--- config.mk ---
export PLATFORM = sky130hd
export DESIGN_NAME = sbm_top
export DESIGN_NICKNAME = d
export VERILOG_FILES = /design/src/rtl/sbm_pkg.sv /design/src/rtl/sbm_qram.sv /design/src/rtl/sbm_tick.sv /design/src/rtl/sbm_regfile.sv /design/src/rtl/sbm_engine.sv /design/src/rtl/sbm_top.sv
export SDC_FILE = /design/constraint.sdc
export NUM_CORES = 1
export LEC_CHECK = 0
export ABC_AREA = 0
export BUFFER_PORTS_ARGS = -buffer_cell sky130_fd_sc_hd__buf_2
export CAP_MARGIN = 20
export CORE_MARGIN = 3
export CORE_UTILIZATION = 68
export CTS_BUF_LIST = sky130_fd_sc_hd__clkbuf_16
export CTS_CLUSTER_SIZE = 16
export DETAILED_ROUTE_END_ITERATION = 16
export PLACE_DENSITY_LB_ADDON = 0.25
export SYNTH_ARGS = -nofsm -noshare
export SYNTH_HDL_FRONTEND = slang
export SYNTH_SLANG_ARGS = --single-unit
--- constraint.sdc ---
create_clock -name clk -period 7.7 [get_ports clk]
set_clock_uncertainty 0.2 [all_clocks]
set_input_delay 1.54 -clock clk [delete_from_list [all_inputs] [get_ports clk]]
set_output_delay 1.54 -clock clk [all_outputs]
set_load 0.03 [all_outputs]
--- src/rtl/sbm_pkg.sv ---
package sbm_pkg;

    localparam int REG_W    = 16;
    localparam int CS_N     = 4;
    localparam int NUM_RGN  = 3;
    localparam int LEN_W    = 5;
    localparam int DIV_W    = 8;
    localparam int HALF_W   = DIV_W + 1;

    // register select codes
    localparam logic [2:0] RA_MODE = 3'd0;
    localparam logic [2:0] RA_CTRL = 3'd1;
    localparam logic [2:0] RA_WRAP = 3'd2;
    localparam logic [2:0] RA_STAT = 3'd3;
    localparam logic [2:0] RA_ADDR = 3'd4;
    localparam logic [2:0] RA_DATA = 3'd5;

    // memory regions reached through the data register
    localparam logic [1:0] RG_TX   = 2'd0;
    localparam logic [1:0] RG_RX   = 2'd1;
    localparam logic [1:0] RG_CMD  = 2'd2;
    localparam logic [1:0] RG_NONE = 2'd3;

    typedef struct packed {
        logic             mstr;
        logic             cpol;
        logic             cpha;
        logic [3:0]       bits;
        logic [DIV_W-1:0] div;
    } mode_t;

    typedef struct packed {
        logic            cont;
        logic            bitse;
        logic [CS_N-1:0] sel;
    } cmd_t;

    typedef enum logic [2:0] {
        ST_IDLE,
        ST_LOAD,
        ST_LEAD,
        ST_TRAIL,
        ST_NEXT,
        ST_GAP
    } eng_state_e;

    // word length of one entry
    function automatic logic [LEN_W-1:0] entry_len(input logic bitse, input logic [3:0] bits);
        if (!bitse)
            return LEN_W'(8);
        else if (bits == 4'd0)
            return LEN_W'(16);
        else
            return {1'b0, bits};
    endfunction

    // bus clocks per serial half-period
    function automatic logic [HALF_W-1:0] half_cycles(input logic [DIV_W-1:0] div);
        if (div < DIV_W'(2))
            return HALF_W'(4);
        else
            return {div, 1'b0};
    endfunction

endpackage

--- src/rtl/sbm_qram.sv ---
module sbm_qram #(
    parameter int DEPTH = 16,
    parameter int WIDTH = 16,
    localparam int AW   = $clog2(DEPTH)
) (
    input  logic             clk,
    input  logic             we,
    input  logic [AW-1:0]    waddr,
    input  logic [WIDTH-1:0] wdata,
    input  logic [AW-1:0]    raddr,
    output logic [WIDTH-1:0] rdata
);

    logic [WIDTH-1:0] mem [DEPTH];

    always_ff @(posedge clk) begin
        if (we)
            mem[waddr] <= wdata;
    end

    assign rdata = mem[raddr];

endmodule

--- src/rtl/sbm_tick.sv ---
module sbm_tick
    import sbm_pkg::*;
(
    input  logic             clk,
    input  logic             rst,
    input  logic             run,
    input  logic [DIV_W-1:0] div,
    output logic             tick
);

    logic [HALF_W-1:0] cnt;
    logic [HALF_W-1:0] half;

    assign half = half_cycles(div);
    assign tick = run && (cnt == half - HALF_W'(1));

    always_ff @(posedge clk) begin
        if (rst || !run)
            cnt <= '0;
        else if (cnt == half - HALF_W'(1))
            cnt <= '0;
        else
            cnt <= cnt + HALF_W'(1);
    end

    AST_TICK_WINDOW: assert property (@(posedge clk) disable iff (rst)
        run |-> cnt < half);

endmodule

--- src/rtl/sbm_regfile.sv ---
module sbm_regfile
    import sbm_pkg::*;
#(
    parameter int QDEPTH = 16,
    localparam int IDXW  = $clog2(QDEPTH)
) (
    input  logic                        clk,
    input  logic                        rst,
    input  logic                        reg_wr,
    input  logic                        reg_rd,
    input  logic [2:0]                  reg_addr,
    input  logic [REG_W-1:0]            reg_wdata,
    output logic [REG_W-1:0]            reg_rdata,
    input  logic                        busy,
    input  logic                        finish,
    input  logic [NUM_RGN-1:0][REG_W-1:0] ram_rd,
    output mode_t                       mode_q,
    output logic                        csiv_q,
    output logic [IDXW-1:0]             endp_q,
    output logic                        start,
    output logic [NUM_RGN-1:0]          sw_we,
    output logic [IDXW-1:0]             sw_idx
);

    logic [1:0] region_q;
    logic       done_q;
    logic       data_acc;

    assign data_acc = (reg_wr || reg_rd) && (reg_addr == RA_DATA);
    assign start    = reg_wr && (reg_addr == RA_CTRL) && reg_wdata[0] && mode_q.mstr && !busy;

    for (genvar g = 0; g < NUM_RGN; g++) begin : g_we
        assign sw_we[g] = reg_wr && (reg_addr == RA_DATA) && !busy && (region_q == 2'(g));
    end

    always_ff @(posedge clk) begin
        if (rst) begin
            mode_q   <= '0;
            csiv_q   <= 1'b1;
            endp_q   <= '0;
            region_q <= RG_TX;
            sw_idx   <= '0;
            done_q   <= 1'b0;
        end else begin
            if (reg_wr && reg_addr == RA_MODE && !busy)
                mode_q <= mode_t'(reg_wdata[$bits(mode_t)-1:0]);
            if (reg_wr && reg_addr == RA_WRAP && !busy) begin
                endp_q <= reg_wdata[IDXW-1:0];
                csiv_q <= reg_wdata[8];
            end
            if (reg_wr && reg_addr == RA_ADDR) begin
                region_q <= reg_wdata[5:4];
                sw_idx   <= reg_wdata[IDXW-1:0];
            end else if (data_acc) begin
                sw_idx <= sw_idx + IDXW'(1);
            end
            if (finish)
                done_q <= 1'b1;
            else if (reg_wr && reg_addr == RA_STAT && reg_wdata[0])
                done_q <= 1'b0;
        end
    end

    always_comb begin
        reg_rdata = '0;
        case (reg_addr)
            RA_MODE: reg_rdata[$bits(mode_t)-1:0] = mode_q;
            RA_CTRL: reg_rdata[0] = busy;
            RA_WRAP: begin
                reg_rdata[IDXW-1:0] = endp_q;
                reg_rdata[8]        = csiv_q;
            end
            RA_STAT: reg_rdata[0] = done_q;
            RA_ADDR: begin
                reg_rdata[5:4]      = region_q;
                reg_rdata[IDXW-1:0] = sw_idx;
            end
            RA_DATA: begin
                case (region_q)
                    RG_TX:   reg_rdata = ram_rd[0];
                    RG_RX:   reg_rdata = ram_rd[1];
                    RG_CMD:  reg_rdata = ram_rd[2];
                    default: reg_rdata = '0;
                endcase
            end
            default: reg_rdata = '0;
        endcase
    end

    AST_DONE_AFTER_LAST: assert property (@(posedge clk) disable iff (rst)
        finish |=> done_q);

    AST_MODE_FROZEN: assert property (@(posedge clk) disable iff (rst)
        (busy && $past(busy)) |-> $stable(mode_q));

endmodule

--- src/rtl/sbm_engine.sv ---
module sbm_engine
    import sbm_pkg::*;
#(
    parameter int QDEPTH = 16,
    localparam int IDXW  = $clog2(QDEPTH)
) (
    input  logic             clk,
    input  logic             rst,
    input  logic             start,
    input  logic             cpol,
    input  logic             cpha,
    input  logic [3:0]       bits,
    input  logic             csiv,
    input  logic [IDXW-1:0]  endp,
    input  cmd_t             cmd,
    input  logic [REG_W-1:0] txw,
    input  logic             tick,
    input  logic             miso,
    output logic [IDXW-1:0]  idx,
    output logic             rx_we,
    output logic [REG_W-1:0] rx_data,
    output logic             busy,
    output logic             finish,
    output logic             sck,
    output logic             mosi,
    output logic [CS_N-1:0]  cs
);

    eng_state_e       state;
    logic [LEN_W-1:0] len;
    logic [LEN_W-1:0] bitcnt;
    logic [LEN_W-1:0] cur_len;
    logic [REG_W-1:0] tx_al;
    logic [REG_W-1:0] txsh;
    logic [REG_W-1:0] rxsh;
    logic             cont_q;
    logic             sck_q;
    logic             mosi_q;
    logic [CS_N-1:0]  cs_q;
    logic             last_bit;

    assign cur_len  = entry_len(cmd.bitse, bits);
    assign tx_al    = txw << (LEN_W'(REG_W) - cur_len);
    assign last_bit = (bitcnt == len - LEN_W'(1));

    assign busy    = (state != ST_IDLE);
    assign rx_we   = (state == ST_NEXT);
    assign rx_data = rxsh;
    assign finish  = (state == ST_NEXT) && (idx == endp);
    assign sck     = busy ? sck_q : cpol;
    assign mosi    = mosi_q;
    assign cs      = busy ? cs_q : {CS_N{csiv}};

    always_ff @(posedge clk) begin
        if (rst) begin
            state  <= ST_IDLE;
            idx    <= '0;
            len    <= '0;
            bitcnt <= '0;
            txsh   <= '0;
            rxsh   <= '0;
            cont_q <= 1'b0;
            sck_q  <= 1'b0;
            mosi_q <= 1'b0;
            cs_q   <= '0;
        end else begin
            case (state)
                ST_IDLE: begin
                    if (start) begin
                        idx   <= '0;
                        sck_q <= cpol;
                        cs_q  <= {CS_N{csiv}};
                        state <= ST_LOAD;
                    end
                end
                ST_LOAD: begin
                    len    <= cur_len;
                    bitcnt <= '0;
                    rxsh   <= '0;
                    cont_q <= cmd.cont;
                    for (int i = 0; i < CS_N; i++)
                        cs_q[i] <= cmd.sel[i] ? ~csiv : csiv;
                    if (!cpha) begin
                        mosi_q <= tx_al[REG_W-1];
                        txsh   <= tx_al << 1;
                    end else begin
                        txsh   <= tx_al;
                    end
                    state <= ST_LEAD;
                end
                ST_LEAD: begin
                    if (tick) begin
                        sck_q <= ~cpol;
                        if (!cpha) begin
                            rxsh <= {rxsh[REG_W-2:0], miso};
                        end else begin
                            mosi_q <= txsh[REG_W-1];
                            txsh   <= txsh << 1;
                        end
                        state <= ST_TRAIL;
                    end
                end
                ST_TRAIL: begin
                    if (tick) begin
                        sck_q <= cpol;
                        if (cpha) begin
                            rxsh <= {rxsh[REG_W-2:0], miso};
                        end else if (!last_bit) begin
                            mosi_q <= txsh[REG_W-1];
                            txsh   <= txsh << 1;
                        end
                        bitcnt <= bitcnt + LEN_W'(1);
                        state  <= last_bit ? ST_NEXT : ST_LEAD;
                    end
                end
                ST_NEXT: begin
                    if (idx == endp) begin
                        cs_q   <= {CS_N{csiv}};
                        mosi_q <= 1'b0;
                        state  <= ST_IDLE;
                    end else if (cont_q) begin
                        idx   <= idx + IDXW'(1);
                        state <= ST_LOAD;
                    end else begin
                        cs_q  <= {CS_N{csiv}};
                        state <= ST_GAP;
                    end
                end
                ST_GAP: begin
                    if (tick) begin
                        idx   <= idx + IDXW'(1);
                        state <= ST_LOAD;
                    end
                end
                default: state <= ST_IDLE;
            endcase
        end
    end

    AST_GAP_CS_IDLE: assert property (@(posedge clk) disable iff (rst)
        (state == ST_GAP) |-> (cs == {CS_N{csiv}}));

    AST_LOAD_SCK_REST: assert property (@(posedge clk) disable iff (rst)
        (state == ST_LOAD) |-> (sck == cpol));

    AST_IDX_LIMIT: assert property (@(posedge clk) disable iff (rst)
        busy |-> (idx <= endp));

    AST_BIT_BOUND: assert property (@(posedge clk) disable iff (rst)
        (state == ST_TRAIL) |-> (bitcnt < len));

endmodule

--- src/rtl/sbm_top.sv ---
module sbm_top
    import sbm_pkg::*;
#(
    parameter int QDEPTH = 16
) (
    input  logic             clk,
    input  logic             rst,
    input  logic             reg_wr,
    input  logic             reg_rd,
    input  logic [2:0]       reg_addr,
    input  logic [REG_W-1:0] reg_wdata,
    output logic [REG_W-1:0] reg_rdata,
    output logic             spi_sck,
    output logic             spi_mosi,
    input  logic             spi_miso,
    output logic [CS_N-1:0]  spi_cs_o
);

    localparam int IDXW = $clog2(QDEPTH);

    mode_t                         mode_q;
    logic                          csiv;
    logic [IDXW-1:0]               endp;
    logic                          start;
    logic [NUM_RGN-1:0]            sw_we;
    logic [IDXW-1:0]               sw_idx;
    logic [NUM_RGN-1:0][REG_W-1:0] ram_rd;
    logic [IDXW-1:0]               eng_idx;
    logic                          eng_rx_we;
    logic [REG_W-1:0]              eng_rx_data;
    logic                          busy;
    logic                          finish;
    logic                          tick;
    logic [IDXW-1:0]               rd_idx;

    assign rd_idx = busy ? eng_idx : sw_idx;

    sbm_regfile #(.QDEPTH(QDEPTH)) u_regs (
        .clk       (clk),
        .rst       (rst),
        .reg_wr    (reg_wr),
        .reg_rd    (reg_rd),
        .reg_addr  (reg_addr),
        .reg_wdata (reg_wdata),
        .reg_rdata (reg_rdata),
        .busy      (busy),
        .finish    (finish),
        .ram_rd    (ram_rd),
        .mode_q    (mode_q),
        .csiv_q    (csiv),
        .endp_q    (endp),
        .start     (start),
        .sw_we     (sw_we),
        .sw_idx    (sw_idx)
    );

    for (genvar g = 0; g < NUM_RGN; g++) begin : g_ram
        logic             we_g;
        logic [IDXW-1:0]  wa_g;
        logic [REG_W-1:0] wd_g;
        if (g == int'(RG_RX)) begin : g_rx
            assign we_g = sw_we[g] | eng_rx_we;
            assign wa_g = eng_rx_we ? eng_idx : sw_idx;
            assign wd_g = eng_rx_we ? eng_rx_data : reg_wdata;
        end else begin : g_sw
            assign we_g = sw_we[g];
            assign wa_g = sw_idx;
            assign wd_g = reg_wdata;
        end
        sbm_qram #(.DEPTH(QDEPTH), .WIDTH(REG_W)) u_ram (
            .clk   (clk),
            .we    (we_g),
            .waddr (wa_g),
            .wdata (wd_g),
            .raddr (rd_idx),
            .rdata (ram_rd[g])
        );
    end

    sbm_tick u_tick (
        .clk  (clk),
        .rst  (rst),
        .run  (busy),
        .div  (mode_q.div),
        .tick (tick)
    );

    sbm_engine #(.QDEPTH(QDEPTH)) u_eng (
        .clk     (clk),
        .rst     (rst),
        .start   (start),
        .cpol    (mode_q.cpol),
        .cpha    (mode_q.cpha),
        .bits    (mode_q.bits),
        .csiv    (csiv),
        .endp    (endp),
        .cmd     (cmd_t'(ram_rd[int'(RG_CMD)][$bits(cmd_t)-1:0])),
        .txw     (ram_rd[int'(RG_TX)]),
        .tick    (tick),
        .miso    (spi_miso),
        .idx     (eng_idx),
        .rx_we   (eng_rx_we),
        .rx_data (eng_rx_data),
        .busy    (busy),
        .finish  (finish),
        .sck     (spi_sck),
        .mosi    (spi_mosi),
        .cs      (spi_cs_o)
    );

endmodule

==> impl_results.md <==
- Met3 wire length: 11.3 mm
- Final setup violation count: 0
- WL met2: 46.1 mm
- Worst EP arrival: 5.15 ns
- Top routing layer in use: met4
- CP max FO: 75
- DR WL/cell: 30.3 µm
- Number of port buffers: 45
- Post_cts resized: 0
- DP Area: 0.0373 mm²
- Status: completed
- FF+latch count, synth: 860
- M1 WL: 34.0 mm
- Layout cell share with drive strength beyond 1: 0.157
- Primary FF master, synth: edfxtp_1
- RSZ-0062 raised after global routing: false
- Largest net degree at the start of global routing: 98
- Commonest non-fill, non-tap cell in the layout: edfxtp_1
- Vias in the first global route: 22900
- DIE AREA: 0.0563 mm²
- Global route overflow: 0
- Min cycle time layout: 6.89 ns
- P&R area growth vs syn: 10.2%
- Mapped Nets: 2446
- Worst Setup End Kind: output pin
- Worst setup path startpoint: u_regs.sw_idx[0]$_SDFFE_PP0P_
- Synth top area cells: edfxtp_1, mux4_2, dfxtp_1
- Final Cell Area: 0.0401 mm²
- Max Clock Freq: 145 MHz
- I/O pin count: 46
- DP Worst Slack: 1.66 ns
- Worst slew pin tran: 1.17 ns
- Ys async rst share: 0
- Total power: 9970 µW
- Crit Reg-Reg Endpoint: u_eng.txsh[14]$_SDFFE_PP0P_
- Vias: 22700
- Worst Reg-to-Reg Cells: 14
- Detailed placer's ending HPWL: 55.3 mm
- Hold path depth: 2
- Root Buffer: clkbuf_16
- Final Hold Viols: 0
- Synth cell types: 77
- Hold Path Class: reg2reg
- Clock transition at the registers of the reported paths: 0.07 ns
- Max-slew violations: 0
- Initial antenna violation count: 0
- Clk_lat worst skew: 0.64 ns
- Core Box Area: 0.0528 mm²
- Synth Cell Area: 0.0364 mm²
- CTS Sinks: 860
- Iter 0 DRT Violations: 3109
- Yosys warns: 0
- Pwr dens: 249 mW/mm²
- Average vias per placed instance: 7.09
- Post-synth EDFFs: 768
- Worst Path Class, Setup: reg2out
- # hold bufs at CTS: 0
- Lkg Pwr: 0.0137 µW
- MaxCap Viol Count: 0
- Top-area cell type share of the netlist area: 0.634
- FF-to-FF setup slack: 1.69 ns
- Gr usage total: 0.349
- CP Data Required Time: 5.96 ns
- Maximum clock path buffer count: 3
- Seq/Total Area, Yosys: 0.685
- Peak supply drop: 0.290 mV
- First-pass GRT wire length: 144 mm
- Hold path startpoint: u_eng.rx_data[15]$_SDFFE_PP0P_
- FF-to-FF Start: u_eng.state[1]$_SDFFE_PP0P_
- Core Util, Final: 0.760
- Final RePlAce weighted congestion: 0.994
- Setup TNS: 0 ns
- Synth area leader: edfxtp_1
- Remaining antenna violation count: 0
- CTS tree: yes
- Initial Utilization: 0.689
- Most frequent cells in the layout: edfxtp_1, nand2_1, mux2i_1
- Avg Cell Area, Syn: 15.1 µm²
- Fill count: 2958
- Hold Path End: u_eng.rx_data[15]$_SDFFE_PP0P_
- Mapped Cells: 2412
- DRC Markers: 0
- PnR worst setup slack: 0.808 ns
- Initial DRT Pass Iterations: 8
- Nets@finish: 2486
- Setup Buffers After CTS: 0
- Number of placement rows: 84
- CTS buffer count: 82
- Final WL: 97.2 mm
- Die H: 237 µm
- Slew Limit Headroom: 0.213
- Die width: 237 µm
- Type of element launching the critical path: register
- Fin crit share: 0.895
- H-tree Lvls: 3
==> worst max-delay path by stage <==
stage                         end  slack [ns]
global placement    reg_rdata[12]        1.74
finish               reg_rdata[8]        0.81
CTS                 reg_rdata[12]        0.94
global route         reg_rdata[8]        0.58
detailed placement  reg_rdata[12]        1.66
floorplan            reg_rdata[0]        2.40
==> metrics by stage <==
step,cells,hold WS [ns]
2_1_floorplan,2412,0.232
3_3_place_gp,3044,0.244
3_5_place_dp,3047,0.252
4_1_cts,3194,0.273
5_1_grt,3203,0.288
6_report,3205,0.273
==> registers in the layout, summed over array words and instances (netlist names), 2 cells and up <==
name,flops
u_tick.cnt,9
u_regs.endp_q,4
u_eng.cs_q,4
u_eng.len,5
u_eng.rx_data,16
u_eng.bitcnt,5
u_eng.state,3
u_eng.idx,4
g_ram.u_ram.mem,768
u_regs.region_q,2
u_eng.txsh,16
u_regs.mode_q,15
u_regs.sw_idx,4
==> per-layer routing <==
metal | GRT usage | up-vias
li1 | - | 9453
met1 | 0.468 | 11300
met2 | 0.547 | 1668
met3 | 0.0726 | 350
met4 | 0.193 | 0
met5 | 0 | -
==> synth_stat cells (15+ instances only) <==
cell type	n
a211oi_1	40
a21oi_1	100
a31oi_1	21
and2_1	51
buf_1	22
buf_2	24
clkbuf_1	86
dfxtp_1	92
edfxtp_1	768
inv_1	15
mux2_2	18
mux2i_1	155
mux4_2	134
nand2_1	315
nand2b_1	16
nand3_1	57
nor2_1	115
nor3_1	24
o21ai_0	57
o22ai_1	66
or4_1	16
xnor2_1	16
xor2_1	20
==> critical path, stage by stage, from the launching register on <==
cell and delay, ns:
dfxtp_1 0.75, or4b_1 0.75, nand2_4 0.26, buf_12 0.49, mux4_2 0.59, nand2_1 0.12, nand2_1 0.10, o21ai_0 0.52
a211oi_1 0.17, a21oi_1 0.24, o32ai_1 0.16, buf_2 0.20
==> power by group <==
part,switching [µW],total (µW),internal (µW)
clock network,1730,3940,2220
logic,594,898,305
registers,28.2,5130,5100
==> kinds of logic (layout without fill, tap and decap cells) <==
family / count (synthesis) / count (layout) / share of synthesized area
multiplexers: 308 / 308 / 0.132
buffers and inverters: 163 / 266 / 0.0213
AND/OR/NAND/NOR: 651 / 651 / 0.0813
other: 0 / 2 / 0
AO/OA/AOI/OAI: 384 / 384 / 0.0687
XOR/XNOR: 36 / 36 / 0.00867
flip-flops: 860 / 860 / 0.685
adder cells (fa/ha/maj): 10 / 10 / 0.00344
==> layout make-up <==
cell class,instances,area [µm²],area share
Multi-Input combinational cell,1389,10800,0.269
Tap cell,688,861,0.0215
Antenna cell,2,5.00,0.000125
Inverter,16,60.1,0.00150
Sequential cell,860,24900,0.621
Timing Repair Buffer,103,885,0.0221
Clock buffer,84,2100,0.0525
Clock inverter,63,493,0.0123
Note: power is estimated with default switching activity, not from simulation.
